## config.mk

```make
export PLATFORM = sky130hd
export DESIGN_NAME = ldst_align_unit
export DESIGN_NICKNAME = d
export VERILOG_FILES = /design/src/rtl/ldst_pkg.sv /design/src/rtl/ldst_plan.sv /design/src/rtl/ldst_store_lane.sv /design/src/rtl/ldst_load_merge.sv /design/src/rtl/ldst_align_unit.sv
export SDC_FILE = /design/constraint.sdc
export NUM_CORES = 1
export LEC_CHECK = 0
export CORE_ASPECT_RATIO = 1.1
export CORE_MARGIN = 5
export CORE_UTILIZATION = 35
export CTS_BUF_LIST = sky130_fd_sc_hd__clkbuf_8 sky130_fd_sc_hd__clkbuf_16
export CTS_CLUSTER_DIAMETER = 40
export DETAILED_ROUTE_END_ITERATION = 10
export PLACE_DENSITY = 0.74
export REMOVE_ABC_BUFFERS = 1
export SYNTH_ARGS = -nofsm -noshare
export SYNTH_HDL_FRONTEND = slang
export SYNTH_SLANG_ARGS = --single-unit
```

## constraint.sdc

```tcl
create_clock -name clk -period 7 [get_ports clk]
set_input_delay 1.4 -clock clk [delete_from_list [all_inputs] [get_ports clk]]
set_output_delay 1.4 -clock clk [all_outputs]
set_load 0.005 [all_outputs]
```

## src/rtl/ldst_pkg.sv

```systemverilog
package ldst_pkg;
  localparam int DATA_W     = 32;
  localparam int WORD_BYTES = DATA_W / 8;
  localparam int OFF_W      = $clog2(WORD_BYTES);

  typedef enum logic [1:0] {
    SZ_BYTE = 2'd0,
    SZ_HALF = 2'd1,
    SZ_WORD = 2'd2,
    SZ_RSVD = 2'd3
  } ldst_size_e;

  typedef enum logic [1:0] {
    ST_IDLE = 2'd0,
    ST_LO   = 2'd1,
    ST_HI   = 2'd2,
    ST_RESP = 2'd3
  } ldst_state_e;
endpackage

```

## src/rtl/ldst_plan.sv

```systemverilog
// Decodes an address and size into byte lanes over two words, the two word
// indices, a split flag and the range/size fault.
module ldst_plan
  import ldst_pkg::*;
#(
  parameter int ADDR_W  = 24,
  parameter int MEM_TOP = 1 << 20
) (
  input  logic [ADDR_W-1:0]   addr,
  input  logic [1:0]          size,
  output logic [2*WORD_BYTES-1:0] lanes,
  output logic                split,
  output logic                fault,
  output logic [ADDR_W-3:0]   word_lo,
  output logic [ADDR_W-3:0]   word_hi
);
  localparam int WA = ADDR_W - 2;
  localparam logic [ADDR_W:0] TOP_X = (ADDR_W+1)'(MEM_TOP);

  logic [WORD_BYTES-1:0] base;
  logic [WA:0]           wlo_x;
  logic [WA:0]           whi_x;
  logic                  lo_out;
  logic                  hi_out;

  always_comb begin
    case (ldst_size_e'(size))
      SZ_BYTE: base = 4'b0001;
      SZ_HALF: base = 4'b0011;
      SZ_WORD: base = 4'b1111;
      default: base = 4'b0000;
    endcase
    lanes = {{WORD_BYTES{1'b0}}, base} << addr[OFF_W-1:0];
  end

  assign split   = |lanes[2*WORD_BYTES-1:WORD_BYTES];
  assign wlo_x   = {1'b0, addr[ADDR_W-1:OFF_W]};
  assign whi_x   = wlo_x + (WA+1)'(1);
  assign lo_out  = {wlo_x, 2'b00} >= TOP_X;
  assign hi_out  = {whi_x, 2'b00} >= TOP_X;
  assign fault   = (ldst_size_e'(size) == SZ_RSVD) | lo_out | (split & hi_out);
  assign word_lo = wlo_x[WA-1:0];
  assign word_hi = whi_x[WA-1:0];
endmodule

```

## src/rtl/ldst_store_lane.sv

```systemverilog
// Places a right-aligned store value onto the byte lanes of a two-word window.
module ldst_store_lane
  import ldst_pkg::*;
(
  input  logic [DATA_W-1:0]   wdata,
  input  logic [OFF_W-1:0]    off,
  output logic [2*DATA_W-1:0] wide
);
  assign wide = {{DATA_W{1'b0}}, wdata} << {off, 3'b000};
endmodule

```

## src/rtl/ldst_load_merge.sv

```systemverilog
// Gathers little-endian bytes from the two captured words and extends them.
module ldst_load_merge
  import ldst_pkg::*;
(
  input  logic [DATA_W-1:0] lo_word,
  input  logic [DATA_W-1:0] hi_word,
  input  logic [OFF_W-1:0]  off,
  input  logic [1:0]        size,
  input  logic              sgn,
  output logic [DATA_W-1:0] value
);
  logic [2*DATA_W-1:0] wide;
  logic [7:0]          pick [WORD_BYTES];

  assign wide = {hi_word, lo_word};

  for (genvar k = 0; k < WORD_BYTES; k++) begin : g_pick
    logic [OFF_W:0] idx;
    assign idx     = {1'b0, off} + (OFF_W+1)'(k);
    assign pick[k] = wide[{idx, 3'b000} +: 8];
  end

  always_comb begin
    case (ldst_size_e'(size))
      SZ_BYTE: value = {{24{sgn & pick[0][7]}}, pick[0]};
      SZ_HALF: value = {{16{sgn & pick[1][7]}}, pick[1], pick[0]};
      default: value = {pick[3], pick[2], pick[1], pick[0]};
    endcase
  end
endmodule

```

## src/rtl/ldst_align_unit.sv

```systemverilog
module ldst_align_unit
  import ldst_pkg::*;
#(
  parameter int ADDR_W  = 24,
  parameter int MEM_TOP = 1 << 20
) (
  input  logic              clk,
  input  logic              rst_n,
  input  logic              req_valid,
  output logic              req_ready,
  input  logic              req_write,
  input  logic [1:0]        req_size,
  input  logic              req_signed,
  input  logic [ADDR_W-1:0] req_addr,
  input  logic [31:0]       req_wdata,
  output logic              rsp_valid,
  output logic              rsp_fault,
  output logic [31:0]       rsp_rdata,
  output logic              mem_valid,
  input  logic              mem_ready,
  output logic              mem_write,
  output logic [ADDR_W-3:0] mem_addr,
  output logic [3:0]        mem_be,
  output logic [31:0]       mem_wdata,
  input  logic [31:0]       mem_rdata
);
  localparam logic [ADDR_W:0] TOP_X = (ADDR_W+1)'(MEM_TOP);

  ldst_state_e state_q, state_d;

  logic [ADDR_W-1:0] addr_q;
  logic [1:0]        size_q;
  logic              sgn_q;
  logic              wr_q;
  logic [31:0]       wdata_q;
  logic [31:0]       lo_q;
  logic [31:0]       hi_q;

  logic [7:0]          lanes;
  logic                split;
  logic                fault;
  logic [ADDR_W-3:0]   word_lo;
  logic [ADDR_W-3:0]   word_hi;
  logic [63:0]         wide_st;
  logic [31:0]         merged;

  logic accept;
  logic lo_take;
  logic hi_take;
  logic in_hi;

  ldst_plan #(.ADDR_W(ADDR_W), .MEM_TOP(MEM_TOP)) u_plan (
    .addr    (addr_q),
    .size    (size_q),
    .lanes   (lanes),
    .split   (split),
    .fault   (fault),
    .word_lo (word_lo),
    .word_hi (word_hi)
  );

  ldst_store_lane u_store (
    .wdata (wdata_q),
    .off   (addr_q[OFF_W-1:0]),
    .wide  (wide_st)
  );

  ldst_load_merge u_merge (
    .lo_word (lo_q),
    .hi_word (hi_q),
    .off     (addr_q[OFF_W-1:0]),
    .size    (size_q),
    .sgn     (sgn_q),
    .value   (merged)
  );

  assign accept  = (state_q == ST_IDLE) && req_valid;
  assign in_hi   = (state_q == ST_HI);
  assign lo_take = (state_q == ST_LO) && !fault && mem_ready;
  assign hi_take = in_hi && mem_ready;

  // next-state logic
  always_comb begin
    state_d = state_q;
    case (state_q)
      ST_IDLE: if (req_valid) state_d = ST_LO;
      ST_LO: begin
        if (fault)          state_d = ST_RESP;
        else if (mem_ready) state_d = split ? ST_HI : ST_RESP;
      end
      ST_HI:   if (mem_ready) state_d = ST_RESP;
      default: state_d = ST_IDLE;
    endcase
  end

  always_ff @(posedge clk or negedge rst_n) begin
    if (!rst_n) state_q <= ST_IDLE;
    else        state_q <= state_d;
  end

  // request capture, enabled on acceptance
  always_ff @(posedge clk) begin
    if (accept) begin
      addr_q  <= req_addr;
      size_q  <= req_size;
      sgn_q   <= req_signed;
      wr_q    <= req_write;
      wdata_q <= req_wdata;
    end
  end

  // read word capture, enabled per handshake
  always_ff @(posedge clk) begin
    if (lo_take) lo_q <= mem_rdata;
    if (hi_take) hi_q <= mem_rdata;
  end

  assign req_ready = (state_q == ST_IDLE);
  assign mem_valid = ((state_q == ST_LO) && !fault) || in_hi;
  assign mem_write = wr_q;
  assign mem_addr  = in_hi ? word_hi : word_lo;
  assign mem_be    = in_hi ? lanes[7:4] : lanes[3:0];
  assign mem_wdata = in_hi ? wide_st[63:32] : wide_st[31:0];
  assign rsp_valid = (state_q == ST_RESP);
  assign rsp_fault = rsp_valid && fault;
  assign rsp_rdata = (rsp_valid && !fault && !wr_q) ? merged : 32'h0;

  AST_MEM_HOLD: assert property (@(posedge clk) disable iff (!rst_n)
    mem_valid && !mem_ready |=> mem_valid && $stable(mem_addr) && $stable(mem_be)
                                && $stable(mem_write) && $stable(mem_wdata));

  AST_MEM_IN_RANGE: assert property (@(posedge clk) disable iff (!rst_n)
    mem_valid |-> ({1'b0, mem_addr, 2'b00} < TOP_X));

  AST_RSP_PULSE: assert property (@(posedge clk) disable iff (!rst_n)
    rsp_valid |=> !rsp_valid && req_ready);

  AST_BUSY_AT_RSP: assert property (@(posedge clk) disable iff (!rst_n)
    rsp_valid |-> !req_ready);

  AST_HI_AFTER_LO: assert property (@(posedge clk) disable iff (!rst_n)
    (state_q == ST_HI) && ($past(state_q) != ST_HI) |-> $past((state_q == ST_LO) && mem_ready));

  AST_BE_NONZERO: assert property (@(posedge clk) disable iff (!rst_n)
    mem_valid |-> (mem_be != 4'b0000));
endmodule

```

After elaboration in Yosys (flattened, before gate mapping). Index checks and enable logic that the tools add are counted.

Add/sub/neg operators: 4. Multipliers: 0. Div/mod/pow operators: 0. Order comparisons: 2. Eq/ne operators: 9. Shifts and indexed selects: 6. Muxes and demuxes: 12. Bitwise gates (word level): 5. Reduce and logical (&&, ||, !) cells: 14.

Operators by type and width (number): $shiftx 64x7->8 (3); $mux 32 (2); $pmux 32 s2 (1); $shiftx 64x6->8 (1); $shl 32x5->64 (1); $ge 25x21->1 const B (1); $ge 24x21->1 const B (1); $add 22x1->23 const B (1); $mux 22 (1); $pmux 4 s3 (1); $eq 2x2->1 const B (4); $mux 2 (4); $shl 4x2->8 (1); $logic_and 1x1->1 (7); $add 2x2->3 const B (2); $pmux 2 s3 (1); $eq 2x1->1 const B (2); $logic_not 2->1 (2); $mux 4 (1); $ne 2x2->1 const B (2); $reduce_or 4->1 (1); $add 2x1->3 const B (1); $and 1x1->1 (3); $ne 3x3->1 const B (1); 5 further kinds (7).

Flip-flop bits (word level): 126. Latch bits: 0. RAM bits: 0. ROM bits: 0. Input bits: 96. Memories: 0.

Longest topological paths before layout. Gate-level depths: netlist (run 1).

Depth in word-level cells: 10. Mapped depth: 9.

By module. From an unflattened synthesis (run 1), not the netlist that was laid out.

Cells, all modules: 565. Area total of the unflattened synthesis: 7698.6 um^2.

By module, submodules not included: ldst_align_unit (times used 1, cells an instance 252, area an instance 4907.2 um^2, sequential area each 3773.6 um^2); ldst_load_merge (times used 1, cells an instance 100, area an instance 1108.6 um^2, sequential area each 0.0 um^2); ldst_store_lane (times used 1, cells an instance 113, area an instance 933.4 um^2, sequential area each 0.0 um^2); ldst_plan (times used 1, cells an instance 100, area an instance 749.5 um^2, sequential area each 0.0 um^2).

Least setup slack after synthesis (run 1). OpenSTA, ideal clock, no wires.

Path kind: register -> output. Start: reg size_q[0]. End: out rsp_rdata[21]. Data arrival time: 1.976 ns. Path slack: 3.624 ns. Stages on the path, launching flop included: 8. Path buffers: 1. Path through: edfxtp_1 ha_1 or4_4 nor4b_2 a21bo_2 a21o_4 buf_6 nor2_1.

Cells in the longest elaborated chain, start to end: 10.

RTL lines: start, declared (RTL line ldst_align_unit.sv:32) `logic [1:0] size_q;`; start signal, assigned (RTL line ldst_align_unit.sv:105) `size_q <= req_size;`; $eq 2x2->1 (tied with other cells) (RTL line ldst_plan.sv:27) `case (ldst_size_e'(size))`; $pmux 4 s3 (RTL line ldst_plan.sv:27); $shl 4x2->8 (RTL line ldst_plan.sv:33) `lanes = {{WORD_BYTES{1'b0}}, base} << addr[OFF_W-1:0];`; $reduce_or 4->1 (RTL line ldst_plan.sv:36) `assign split = |lanes[2*WORD_BYTES-1:WORD_BYTES];`; $and 1x1->1 (RTL line ldst_plan.sv:41) `assign fault = (ldst_size_e'(size) == SZ_RSVD) | lo_out | (split & hi_out);`; $or 1x1->1 (RTL line ldst_plan.sv:41); $logic_not 1->1 (RTL line ldst_align_unit.sv:126) `assign rsp_rdata = (rsp_valid && !fault && !wr_q) ? merged : 32'h0;`; $logic_and 1x1->1 (2 in a row) (RTL line ldst_align_unit.sv:126); $mux 32 * (RTL line ldst_align_unit.sv:126); end, declared (RTL line ldst_align_unit.sv:18) `output logic [31:0] rsp_rdata,`.

Every way passes the cells marked *; elsewhere a longest branch is shown, timed or not.

Worst setup path after layout (run 1).
Start: reg state_q[0]. End: out mem_addr[18].

Cells in the longest elaborated chain, start to end: 2.

RTL lines: start, declared (RTL line ldst_align_unit.sv:29) `ldst_state_e state_q, state_d;`; start signal, assigned (RTL line ldst_align_unit.sv:98) `else state_q <= state_d;`; $eq 2x2->1 (RTL line ldst_align_unit.sv:78) `assign in_hi = (state_q == ST_HI);`; $mux 22 (RTL line ldst_align_unit.sv:121) `assign mem_addr = in_hi ? word_hi : word_lo;`; end, declared (RTL line ldst_align_unit.sv:22) `output logic [ADDR_W-3:0] mem_addr,`.

No other way between the ends.

==> qor.csv, run 1 <==
stage;metric;value;unit
cts;clockRootBuffer;clkbuf_16;
synth;netlist_area;6135;µm²
timing;setup_tns;0;ns
drt;dr_total_vias;4521;
synth;ys_ff_latch;118;
synth;avgSynthCellArea;13.42;µm²
worst_setup_path;worstPathArrival;3.23;ns
drt;highest_layer;met4;
floorplanning;coreArea;17140;µm²
place;place.gp.congestion;0.8157;
cts;holdBufCountCts;0;
drt;drc_errors;0;
global_route;grt_pass1_wl;25300;µm
final_layout;fin_cells;892;
cts;cts-buffers-inserted;17;
drt;routed-wl-met2;8126;µm
global_route;grt_pass1_vias;4868;
place;dp_slack;2.803;ns
final_layout;fillers;1467;
place;dp_cells;860;
place;dpl-instance-area;8248;µm²
power_and_ir_drop;total_power;2.720;mW
cts;cts_num_sinks;118;
global_route;grt_max_degree;59;
synth;synth_ff_type;edfxtp_1;
min_path;worstHoldPathType;reg2reg;
drt;ant_nets;0;
timing;min_period;4.630;ns
timing;setup_viol;0;
cts;htreeDepth;4;
final_layout;final_cell_mix;clkdlybuf4s50_1, edfxtp_1, nor2_1;
drt;routed_wl;16210;µm
floorplanning;dieArea;20280;µm²
timing;tightest_slew;1.171;ns
timing;timing.fmax;0.2160;GHz
synth;async_flop_share;0.01695;
cts;ctsResizeCount;0;
floorplanning;die-width;136.2;µm
worst_setup_path;cp.required;5.60;ns
synth;yosysSeqAreaShare;0.5760;
floorplanning;num_rows;50;
final_layout;finalInstanceArea;8851;µm²
drt;routed_via_density;5.068;
drt;drtIter0Drc;288;
synth;synth_cells;457;
final_layout;diodes;0;
worst_setup_path;path_cells;inv_1 -> ha_1 -> buf_4 -> nand4_1 -> or2_2 -> nor4_1 -> nand3_1 -> xnor2_1 -> clkdlybuf4s50_1;
worst_setup_path;path_buf_inv;3;
timing;hold_viol;0;
power_and_ir_drop;intPower;1.924;mW
power_and_ir_drop;power_density;307.4;nW/µm²
power_and_ir_drop;ir_worst_vdd;0.0001712;V
cts;clock_latency;0.41;ns
timing;period_share;0.6614;
power_and_ir_drop;p_leak;3.101;nW
worst_setup_path;cp_max_fo;28;
synth;ys_types;41;
place;dp_hpwl;12090;µm
timing;fin_skew;0.009290;ns
final_layout;nets;752;
status;outcome;completed;
worst_setup_path;max_stage_delay;0.56;ns
power_and_ir_drop;clockPowerShare;0.322;
timing;slew_viol_final;0;
global_route;track_usage;0.1612;
cts;cts_tree;yes;
worst_setup_path;endpoint_kind;output pin;
timing;grt_setup_unrepaired;no;
power_and_ir_drop;combPwrFrac;0.324;
final_layout;drive_gt1_frac;0.1216;
synth;synth_edf_count;116;
drt;firstDrtPassIters;4;
power_and_ir_drop;p_switching;0.7964;mW
floorplanning;boundaryPins;191;
drt;dr_wl_met3;1645;µm
worst_setup_path;cpMaxStageDelayCell;clkdlybuf4s50_1;
power_and_ir_drop;p_sw_frac;0.2928;
timing;relSlewSlack;0.2195;
cts;clock_path_buffers;2;
global_route;grt-ovfl-total;0;
final_layout;mostFrequentLayoutCell;clkdlybuf4s50_1;
place;io_buffers;190;
power_and_ir_drop;seqPwrFrac;0.353;
global_route;antenna_found_initial;0;
cts;path_clk_slew;0.06;ns
flow_run;drv_cap;0;
final_layout;areaGrowthSynthToFinish;44.28;%
worst_setup_path;critical_path.top_delay_family;simple AND/OR/NAND/NOR gates;
worst_setup_path;crit_type;reg2out;
synth;yosysWarnings;0;
drt;wl_met1;6241;µm
floorplanning;start_util;0.3579;
drt;wl_per_cell;18.17;µm
floorplanning;die_height;148.9;µm
worst_setup_path;cp-start-kind;register;
cts;post_cts_buffers;0;
timing;setup_ws;2.370;ns
-- logic make-up after synthesis --
group,share of synthesized area
AOI/OAI and AO/OA,0.07159
xor gates and xnor gates,0.02998
adders and majority gates,0.02243
buffers and inverters,0.02815
DFF,0.5760
muxes,0.1619
and+or+nand+nor,0.1099
-- power by group through the flow --
stage	combinational (mW)	clock, mW	sequential, mW
2_1_floorplan	0.410	0	0.989
3_3_place_gp	0.866	0	0.964
3_5_place_dp	0.883	0	0.974
4_1_cts	0.892	0.895	0.960
5_1_grt	0.962	0.927	0.972
6_report	0.882	0.877	0.961
-- worst register-to-register path, stage by stage (launching register included) --
cell and delay (ns):
edfxtp_1 0.32, buf_4 0.56, nand3_1 0.21, a211oi_1 0.35
nand2_1 0.16, and3_1 0.25, and2_1 0.15, buf_4 0.25
-- synthesized netlist by cell type (all sizes together) (8+ instances only) --
library cell	number	area share
ha	11	0.022
nand3	9	0.0073
clkbuf	8	0.0049
a211oi	10	0.012
a22o	11	0.016
o21ai	22	0.018
and2	12	0.012
buf	19	0.016
xnor2	13	0.019
xor2	8	0.011
a21oi	9	0.0073
nor2	47	0.029
o22ai	8	0.0082
mux4	32	0.12
nand4	8	0.0082
nand2	43	0.026
mux2i	25	0.041
edfxtp	116	0.57
inv	11	0.0067
-- per-layer routing --
layer / global-route usage / vias up
met5: 0 / -
met4: 0.04536 / 0
met3: 0.07220 / 16
met2: 0.2775 / 195
met1: 0.1805 / 2191
li1: - / 2119
-- area by class of cell --
type                            instances  area, µm²  area share
Clock buffer                           17      425.4     0.04806
Timing Repair Buffer                  196       1947      0.2200
Clock inverter                         15      177.7     0.02007
Multi-Input combinational cell        300       2430      0.2745
Tap cell                              234      292.8     0.03308
Sequential cell                       118       3533      0.3992
Inverter                               12      45.04    0.005089
-- flip-flops by register name, summed over array words and instances (netlist names) --
name / count
addr_q: 24
hi_q: 24
lo_q: 32
mem_write: 1
sgn_q: 1
size_q: 2
state_q: 2
wdata_q: 32
-- per-stage QoR --
step	hold slack (ns)	util
2_1_floorplan	0.5587	-
3_3_place_gp	0.5749	0.4812
3_5_place_dp	0.6149	0.4812
4_1_cts	0.6281	0.5164
5_1_grt	0.6696	0.5164
6_report	0.6374	0.5164
-- worst paths after layout --
check                           startpoint      endpoint  slack (ns)  cells past startpoint
worst max-delay path            state_q[0]  mem_addr[18]        2.37                      9
worst min-delay path            state_q[1]    state_q[1]        0.64                      1
worst max register to register   addr_q[1]      lo_q[31]        4.44                      7
worst min register to register  state_q[1]    state_q[1]        0.64                      1
max in group asynchronous            rst_n    state_q[0]        5.72                      1
min in group asynchronous            rst_n    state_q[1]        1.16                      1
Power figures use the tool's default switching activity.
==> run 2, diff against run 1 <==
- PLACE_DENSITY: 0.74 -> 0.76
- clock period: 7 -> 3.75 ns (I/O delays scaled with it)
==> qor.csv, run 2 (synthesis gave the netlist of run 1 again) <==
stage;metric;value;unit;change
timing;timing.fmax;0.2751;GHz;
final_layout;drive_gt1_frac;0.1444;;+0.02278
timing;period_share;0.9693;;
cts;clockRootBuffer;clkbuf_16;;
drt;routed_via_density;5.136;;+1.3%
worst_setup_path;endpoint_kind;output pin;;
global_route;grt-ovfl-total;0;;unchanged
timing;fin_skew;0.01015;ns;+0.0008647 ns
floorplanning;dieArea;20280;µm²;unchanged
final_layout;finalInstanceArea;8942;µm²;+1.0%
cts;clock_latency;0.42;ns;about the same
worst_setup_path;cpMaxStageDelayCell;clkdlybuf4s50_1;;
worst_setup_path;cp.required;3.00;ns;-2.60 ns
power_and_ir_drop;power_density;559.3;nW/µm²;+82%
drt;firstDrtPassIters;6;;+2
flow_run;drv_cap;0;;unchanged
cts;htreeDepth;4;;unchanged
worst_setup_path;max_stage_delay;0.51;ns;-0.05 ns
worst_setup_path;path_buf_inv;1;;-2
drt;wl_per_cell;18.51;µm;+1.9%
place;dpl-instance-area;8290;µm²;+0.52%
drt;dr_total_vias;4622;;+2.2%
timing;relSlewSlack;0.4922;;+0.2728
drt;routed_wl;16660;µm;+2.8%
timing;hold_viol;0;;unchanged
worst_setup_path;path_cells;ha_2 -> or4_4 -> nor4b_4 -> a21bo_4 -> a21o_4 -> nor2_1 -> clkdlybuf4s50_1;;
floorplanning;start_util;0.3579;;unchanged
place;dp_slack;0.3187;ns;-2.484 ns
floorplanning;die_height;148.9;µm;unchanged
timing;setup_viol;0;;unchanged
power_and_ir_drop;ir_worst_vdd;0.0003307;V;+93%
global_route;grt_max_degree;61;;+3.4%
drt;ant_nets;0;;unchanged
global_route;grt_pass1_wl;25750;µm;+1.8%
cts;cts-buffers-inserted;17;;unchanged
worst_setup_path;critical_path.top_delay_family;simple AND/OR/NAND/NOR gates;;
timing;slew_viol_final;0;;unchanged
timing;min_period;3.635;ns;
worst_setup_path;cp-start-kind;register;;
place;dp_hpwl;12130;µm;+0.33%
final_layout;areaGrowthSynthToFinish;45.77;%;
min_path;worstHoldPathType;in2async;;
floorplanning;die-width;136.2;µm;unchanged
cts;cts_tree;yes;;
timing;setup_ws;0.1153;ns;-2.255 ns
status;outcome;completed;;
place;io_buffers;190;;unchanged
global_route;grt_pass1_vias;4938;;+1.4%
final_layout;mostFrequentLayoutCell;clkdlybuf4s50_1;;
drt;drtIter0Drc;249;;-14%
final_layout;fillers;1501;;+2.3%
floorplanning;coreArea;17140;µm²;unchanged
floorplanning;num_rows;50;;unchanged
worst_setup_path;crit_type;reg2out;;
worst_setup_path;worstPathArrival;2.88;ns;-0.35 ns
final_layout;nets;760;;+1.1%
cts;path_clk_slew;0.06;ns;about the same
drt;drc_errors;0;;unchanged
final_layout;largestRegisters;lo_q: 32 flops, wdata_q: 32 flops;;
floorplanning;boundaryPins;191;;unchanged
timing;tightest_slew;0.7617;ns;-0.4092 ns
worst_setup_path;cp_max_fo;8;;-71%
power_and_ir_drop;p_leak;3.190;nW;+2.9%
cts;clock_path_buffers;2;;unchanged
place;place.gp.congestion;0.7928;;-2.8%
timing;holdWs;0.5096;ns;-0.1279 ns
global_route;track_usage;0.1644;;+0.003249
final_layout;final_cell_mix;clkdlybuf4s50_1, edfxtp_1, nor2_1;;
global_route;antenna_found_initial;1;;+1
cts;cts_num_sinks;118;;unchanged
run 2: cell types whose count changed in the layout (fill, tap and decap cells not counted), sizes merged:
cell / change
dlymetal6s2s: +4
a21o: +1
buf: +7
diode: +1
bufinv: -2
clkinvlp: +4
clkdlybuf4s50: -4
clkinv: -3
run 2: final cells by class:
class / count / area, µm² / share of cell area
clock inverter: 14 / 128.9 / 0.01441
sequential: 118 / 3533 / 0.3951
antenna: 1 / 2.502 / 0.0002798
inverter: 12 / 48.80 / 0.005457
tap: 234 / 292.8 / 0.03274
multi-input combinational: 301 / 2481 / 0.2775
clock buffer: 17 / 425.4 / 0.04757
timing repair buffer: 203 / 2029 / 0.2269
run 2: path summary, 6_finish.rpt:
check                      startpoint             to  slack (ns)  cells after the start
setup / recovery            size_q[1]  rsp_rdata[24]        0.12                      7
hold / removal                  rst_n     state_q[0]        0.51                      1
setup reg to reg            size_q[1]       lo_q[13]        1.30                      6
hold reg to reg            state_q[1]     state_q[1]        0.64                      1
max in group asynchronous       rst_n     state_q[1]        3.11                      1
min in group clk           state_q[1]     state_q[1]        0.64                      1
run 2: what timing repair did:
item	CTS	global route
gates cloned	0	1
setup endpoints to repair	27	31
buffers inserted	3	0
pin swaps	0	1
gates resized for setup	3	13
hold buffers	0	0
endpoints found under the hold margin	0	0
run 2: power breakdown:
group | internal (mW) | total [mW] | leakage (nW) | switching, mW
clock | 0.909 | 1.52 | 0.254 | 0.606
combinational | 0.898 | 1.69 | 1.85 | 0.789
sequential | 1.68 | 1.80 | 1.08 | 0.120
total | 3.49 | 5.00 | 3.19 | 1.51
run 2: stage by stage:
step,utilization,std cells,power (mW),TNS (ns)
after CTS,0.5182,898,5.042,0
after detailed placement,0.4837,864,3.492,0
final,0.5217,900,5.002,0
after global placement,0.4837,864,3.452,0
after global routing,0.5217,900,5.252,-0.002725
after floorplan,-,430,2.610,-25.37
run 2: routing by layer:
layer  GRT usage  part of all wire
met5           0                 0
met4     0.07460             0.024
met3     0.05668             0.084
met2      0.2790              0.51
met1      0.1865              0.38
==> run 3, diff against run 2 <==
- CAP_MARGIN: unset -> 20
- GPL_ROUTABILITY_DRIVEN: unset -> 0
==> results of run 3 <==
No change in the layout: final DEF, timing and power equal those of run 2.
